File: src/rtl/pciirq_pkg.sv
package pciirq_pkg;
  localparam int PINS_PER_DEV = 4;
  localparam int HOST_LINES   = 4;

  typedef enum logic [1:0] {
    SZ_BYTE = 2'd0,
    SZ_HALF = 2'd1,
    SZ_WORD = 2'd2
  } acc_size_e;

  // parity swizzle: pin index plus device number, keep the low bit
  function automatic logic [1:0] swz_line(input int pin, input int dev);
    return 2'((pin + dev) & 1);
  endfunction
endpackage

File: src/rtl/pciirq_swizzle.sv
module pciirq_swizzle
  import pciirq_pkg::*;
#(
  parameter int NUM_DEV   = 8,
  parameter int DEV_FIRST = 0,
  localparam int NPINS    = NUM_DEV * PINS_PER_DEV
) (
  input  logic [NPINS-1:0]      pin_lvl,
  output logic [HOST_LINES-1:0] line_lvl
);
  always_comb begin
    line_lvl = '0;
    for (int d = 0; d < NUM_DEV; d++) begin
      for (int p = 0; p < PINS_PER_DEV; p++) begin
        if (pin_lvl[d*PINS_PER_DEV + p]) begin
          line_lvl[swz_line(p, d + DEV_FIRST)] = 1'b1;
        end
      end
    end
  end
endmodule

File: src/rtl/pciirq_combine.sv
module pciirq_combine
  import pciirq_pkg::*;
(
  input  logic                  legacy,
  input  logic [HOST_LINES-1:0] line_lvl,
  output logic [HOST_LINES-1:0] host_lvl
);
  logic any_line;
  assign any_line = |line_lvl;

  always_comb begin
    if (legacy) host_lvl = line_lvl;
    else        host_lvl = {{(HOST_LINES-1){1'b0}}, any_line};
  end
endmodule

File: src/rtl/pciirq_ack.sv
module pciirq_ack
  import pciirq_pkg::*;
#(
  parameter int ADDR_W = 32,
  parameter int VEC_W  = 8,
  parameter int DATA_W = 32,
  parameter logic [ADDR_W-1:0] ACK_ADDR = 32'hBFFF_FFF0
) (
  input  logic              clk,
  input  logic              rst_n,
  input  logic              bus_req,
  input  logic              bus_we,
  input  logic [1:0]        bus_size,
  input  logic [ADDR_W-1:0] bus_addr,
  output logic              ic_ack,
  input  logic [VEC_W-1:0]  ic_vector,
  output logic              rsp_valid,
  output logic              rsp_err,
  output logic [DATA_W-1:0] rsp_rdata
);
  logic addr_hit, good_acc, bad_acc;
  assign addr_hit = bus_req && (bus_addr == ACK_ADDR);
  assign good_acc = addr_hit && !bus_we && (bus_size == SZ_BYTE);
  assign bad_acc  = addr_hit && !good_acc;
  assign ic_ack   = good_acc;

  always_ff @(posedge clk or negedge rst_n) begin
    if (!rst_n) begin
      rsp_valid <= 1'b0;
      rsp_err   <= 1'b0;
      rsp_rdata <= '0;
    end else begin
      rsp_valid <= addr_hit;
      rsp_err   <= bad_acc;
      rsp_rdata <= good_acc ? DATA_W'(ic_vector) : '0;
    end
  end
endmodule

File: src/rtl/pciirq_router.sv
module pciirq_router
  import pciirq_pkg::*;
#(
  parameter int NUM_DEV   = 8,
  parameter int DEV_FIRST = 0,
  parameter int ADDR_W    = 32,
  parameter int VEC_W     = 8,
  parameter int DATA_W    = 32,
  parameter logic [ADDR_W-1:0] ACK_ADDR = 32'hBFFF_FFF0,
  localparam int NPINS    = NUM_DEV * PINS_PER_DEV
) (
  input  logic                  clk,
  input  logic                  rst_n,
  input  logic                  cfg_legacy,
  input  logic [NPINS-1:0]      dev_irq,
  output logic [HOST_LINES-1:0] host_irq,
  input  logic                  bus_req,
  input  logic                  bus_we,
  input  logic [1:0]            bus_size,
  input  logic [ADDR_W-1:0]     bus_addr,
  output logic                  ic_ack,
  input  logic [VEC_W-1:0]      ic_vector,
  output logic                  rsp_valid,
  output logic                  rsp_err,
  output logic [DATA_W-1:0]     rsp_rdata
);
  logic [HOST_LINES-1:0] swz_lines;

  pciirq_swizzle #(.NUM_DEV(NUM_DEV), .DEV_FIRST(DEV_FIRST)) u_swz (
    .pin_lvl  (dev_irq),
    .line_lvl (swz_lines)
  );

  pciirq_combine u_cmb (
    .legacy   (cfg_legacy),
    .line_lvl (swz_lines),
    .host_lvl (host_irq)
  );

  pciirq_ack #(
    .ADDR_W(ADDR_W), .VEC_W(VEC_W), .DATA_W(DATA_W), .ACK_ADDR(ACK_ADDR)
  ) u_ack (
    .clk       (clk),
    .rst_n     (rst_n),
    .bus_req   (bus_req),
    .bus_we    (bus_we),
    .bus_size  (bus_size),
    .bus_addr  (bus_addr),
    .ic_ack    (ic_ack),
    .ic_vector (ic_vector),
    .rsp_valid (rsp_valid),
    .rsp_err   (rsp_err),
    .rsp_rdata (rsp_rdata)
  );
endmodule

File: config.mk
export PLATFORM = sky130hd
export DESIGN_NAME = pciirq_router
export DESIGN_NICKNAME = d
export VERILOG_FILES = /design/src/rtl/pciirq_pkg.sv /design/src/rtl/pciirq_swizzle.sv /design/src/rtl/pciirq_combine.sv /design/src/rtl/pciirq_ack.sv /design/src/rtl/pciirq_router.sv
export SDC_FILE = /design/constraint.sdc
export NUM_CORES = 1
export LEC_CHECK = 0
export BUFFER_PORTS_ARGS = -buffer_cell sky130_fd_sc_hd__buf_4
export CAP_MARGIN = 40
export CORE_MARGIN = 1
export CORE_UTILIZATION = 33
export CTS_BUF_LIST = sky130_fd_sc_hd__clkbuf_4 sky130_fd_sc_hd__clkbuf_8
export DETAILED_ROUTE_END_ITERATION = 10
export PLACE_DENSITY = 0.88
export REMOVE_ABC_BUFFERS = 1
export SYNTH_ARGS = -nofsm -noshare
export SYNTH_HDL_FRONTEND = slang
export SYNTH_SLANG_ARGS = --single-unit
File: constraint.sdc
create_clock -name clk -period 2.7 [get_ports clk]
set_input_delay 0.54 -clock clk [delete_from_list [all_inputs] [get_ports clk]]
set_output_delay 0.54 -clock clk [all_outputs]
set_load 0.02 [all_outputs]
# After elaboration in Yosys (flattened, before gate mapping)
# Index checks and enable logic that the tools add are counted.
# word_totals
inputBits	79
register_bits	10
out_inout_bits	39
# op_classes
n_reduce_logical	8
n_mux	34
eq_ne	1
# op_table
operator	count
== test 32 bit (second input constant)	1
2-to-1 mux 1 bit	32
2-to-1 mux 8 bit	1
logical AND 1 bit	4
logical NOT 1 bit	2
logical NOT 2 bit	1
2-to-1 mux 2 bit	1
OR reduction 2 bit	1

# Logic depth before layout (Yosys ltp)
# depth
ltp_word	18
ltp_mapped	4
depth_no_buf	3

# Cells and area by module
# From an unflattened synthesis, not the netlist that was laid out.
# unflattened
cells_unflattened	87
hier_area_um2	822.0
# modules_own_cells
module	cells_per_inst	seq_area_each_um2	area_each_um2	instances
pciirq_ack	69	250.2	708.2	1
pciirq_swizzle	13	0.0	81.3	1
pciirq_combine	5	0.0	32.5	1

# Worst setup path after synthesis
# OpenSTA, ideal clock, no wires.
# synth_path
path_type	input to output
startpoint	input bus_addr[0]
endpoint	output ic_ack
arrival_ps	2029
stages	3
t_required_ps	2160
slack_ps	131
n_path_buf	0
path_cell_list	nand4b_1 > or4_4 > nor4b_1
# synth_between
elab_chain_cells	4
# synth_lines
item	line_no	text
start: declaration	pciirq_router.sv:20	input logic [ADDR_W-1:0] bus_addr,
== test 32 bit	pciirq_ack.sv:22	assign addr_hit = bus_req && (bus_addr == ACK_ADDR);
logical AND 1 bit	pciirq_ack.sv:22	
logical AND 1 bit (2 in a row)	pciirq_ack.sv:23	assign good_acc = addr_hit && !bus_we && (bus_size == SZ_BYTE);
end: declaration	pciirq_router.sv:21	output logic ic_ack,
# Every way passes these cells.

# Worst setup path in the final report
# Same ends and word-level chain as after synthesis.

==> flow_summary.toml <==
[run_status]
status = "finished, final reports clean"

[cts]
h-tree-depth = 1
clkTransAtPathRegs_ps = 70
post_cts_buffers = 0
cts_resized = 0
cts_sinks = 10
cts_tree = "yes"
ctsRootBufferMaster = "clkbuf_4"
ctsHoldBuffers = 0
cts_buffer_depth = 2
cts_made_buffers = 3

[sta]
rsz0062_at_grt = "false"
slew_violations = 0
fmax_mhz = 409
hold_viol_final = 0
setup_total_negative_slack_ps = 0
period_minus_slack_ps = 2450
setup_viol = 0
fin_crit_sh = 0.906

[worst_setup_path]
required_ps = 2160
cp_common_cell = "buf_4"
worstPathArrival_ps = 1910
cp-end-kind = "primary output"
crit_path_start_kind = "input pin"
worst-path-stages = 5
crit_slowest_cell = "or4_4"
max_stage_delay_ps = 550
crit_fanout = 2
crit_type = "in2out"
crit_buf_inv = 2
cp_cell_sequence = "buf_4, nand4b_1, or4_4, nor4b_1, buf_4"
crit_family = "simple AND/OR/NAND/NOR gates"

[floorplanning]
rows = 17
die_y_um = 51.3
core_area_mm2 = 0.00225
initial_core_util = 0.355
io_pins = 118
die_area_mm2 = 0.00263
fp.dieW_um = 51.3

[logic_synthesis]
synth_fa_ha_area_frac = 0
yosysTopAreaCellShare = 0.313
yosysWarnings = 0
seq_area_frac_synth = 0.313
synth_cells = 85
synth_simple_gate_area_frac = 0.400
synth.largest_area_cell = "dfrtp_1"
synth_top_family_by_area = "simple AND/OR/NAND/NOR gates"
ys_seq_elements = 10
synth.area.mux_share = 0
synth-compound-area-share = 0.00938
netlist_area_um2 = 801
synthXorXnorAreaFrac = 0
synth.avg_cell_area_um2 = 9.42
ys_types = 20
synth_area_leaders = "dfrtp_1 31%, buf_4 24%, nor4_2 13%, nor4_1 6.3%, nand2_1 4.7%"

[worst_hold_path]
hold_path.class = "in2async"

[global_routing]
antenna_found_initial = 0
grt_pass1_wl_um = 4020
grt_start_max_net_pins = 11
grt_use_met2 = 0.425
grt.busiest_layer = "met2"
grt_use_met1 = 0.203
overflow = 0
met3_usage = 0.0387
track_usage = 0.211
grt_pass1_vias = 926

[run]
drv_cap = 0

[pwr]
ir_worst_vdd_uv = 191
p_leak_uw = 0.000754
power_density_mw_per_mm2 = 294

[finish]
area_growth_pct = 82.8
drive_above_1_share = 0.606
antenna_cells = 0
layout.nets = 260
fin_cells = 208

[routing]
vias = 958
antenna_left = 0
route.detailed.wl_per_inst_um = 13.0
first_pass_iters = 4
drc = 0
viasPerCell = 4.61
wl_um = 2700
drt-initial-drc-count = 6

[place]
post-place-cells = 204
dp_hpwl_um = 2400
gp_congestion = 0.860
io_buffers = 91
per-stage QoR:
| stage | utilization | total power (uW) | hold slack [ps] | setup slack [ps] | cell area (um^2) |
|---|---|---|---|---|---|
| final | 0.649 | 431 | 76.5 | 253 | 1460 |
| after global routing | 0.649 | 451 | 74.5 | 212 | 1460 |
| after CTS | 0.649 | 429 | 85.8 | 269 | 1460 |
| after detailed placement | 0.633 | 293 | 375 | 269 | 1430 |
| after global placement | 0.633 | 289 | 370 | 305 | 1430 |
| after floorplan | - | 197 | 244 | -50.3 | 679 |
sequential cells by signal, summed over array words and instances (netlist names):
name             cells
u_ack.rsp_err        1
u_ack.rsp_rdata      8
u_ack.rsp_valid      1
cells in the final DEF (no fill, tap or decap):
| cell | netlist | layout |
|---|---|---|
| inv_1 | 1 | 1 |
| nor4_1 | 8 | 8 |
| nor3_1 | 2 | 2 |
| or4_1 | 1 | 1 |
| and2_1 | 1 | 1 |
| nor4_2 | 8 | 8 |
| buf_4 | 26 | 95 |
| nand4_1 | 6 | 6 |
| a21o_1 | 1 | 1 |
| conb_1 | 1 | 26 |
| nor4_4 | 1 | 1 |
| dfrtp_1 | 10 | 10 |
| nand2_1 | 10 | 10 |
| clkbuf_8 | 0 | 1 |
| nor4b_1 | 1 | 1 |
| nand4b_1 | 3 | 3 |
| clkbuf_4 | 0 | 3 |
| nor2_1 | 1 | 1 |
| or4_4 | 1 | 1 |
synth_stat cells (all sizes together):
cell type / count
nand2: 10
clkbuf: 1
nor4: 17
conb: 1
buf: 28
and2: 1
inv: 1
nand4: 6
nor2: 1
nor4b: 1
a21o: 1
dfrtp: 10
nor3: 2
nand4b: 3
or4: 2
routing by layer:
| layer | share of wire | vias to the layer above |
|---|---|---|
| li1 | - | 448 |
| met1 | 0.31 | 430 |
| met2 | 0.57 | 71 |
| met3 | 0.095 | 9 |
| met4 | 0.022 | 0 |
| met5 | 0 | - |
layout make-up:
cell class / instances / area, um^2
Sequential cell: 10 / 250
Timing Repair Buffer: 95 / 713
Multi-Input combinational cell: 70 / 425
Tap cell: 28 / 35.0
Clock buffer: 4 / 36.3
Inverter: 1 / 3.75
Fill cell: 184 / 791
where the power goes:
group,switching (uW),internal [uW],leakage (uW)
clock,57.3,82.2,0.0000210
combinational,64.0,77.9,0.000594
sequential,0.00000000384,150,0.000140
final timing paths:
kind                                 endpoint    startpoint  slack [ps]
max in group asynchronous       u_ack.rsp_err         rst_n        2490
worst min-delay path       u_ack.rsp_rdata[6]         rst_n          80
min in group clk           u_ack.rsp_rdata[2]  ic_vector[2]         500
worst max-delay path                   ic_ack   bus_addr[0]         250
kinds of logic (layout without fill, tap and decap cells):
logic type | after synthesis | after routing
AND/OR/NAND/NOR | 43 | 43
other | 1 | 26
AO/OA/AOI/OAI | 1 | 1
buffers and inverters | 30 | 100
flip-flops | 10 | 10
Power figures use the tool's default switching activity.
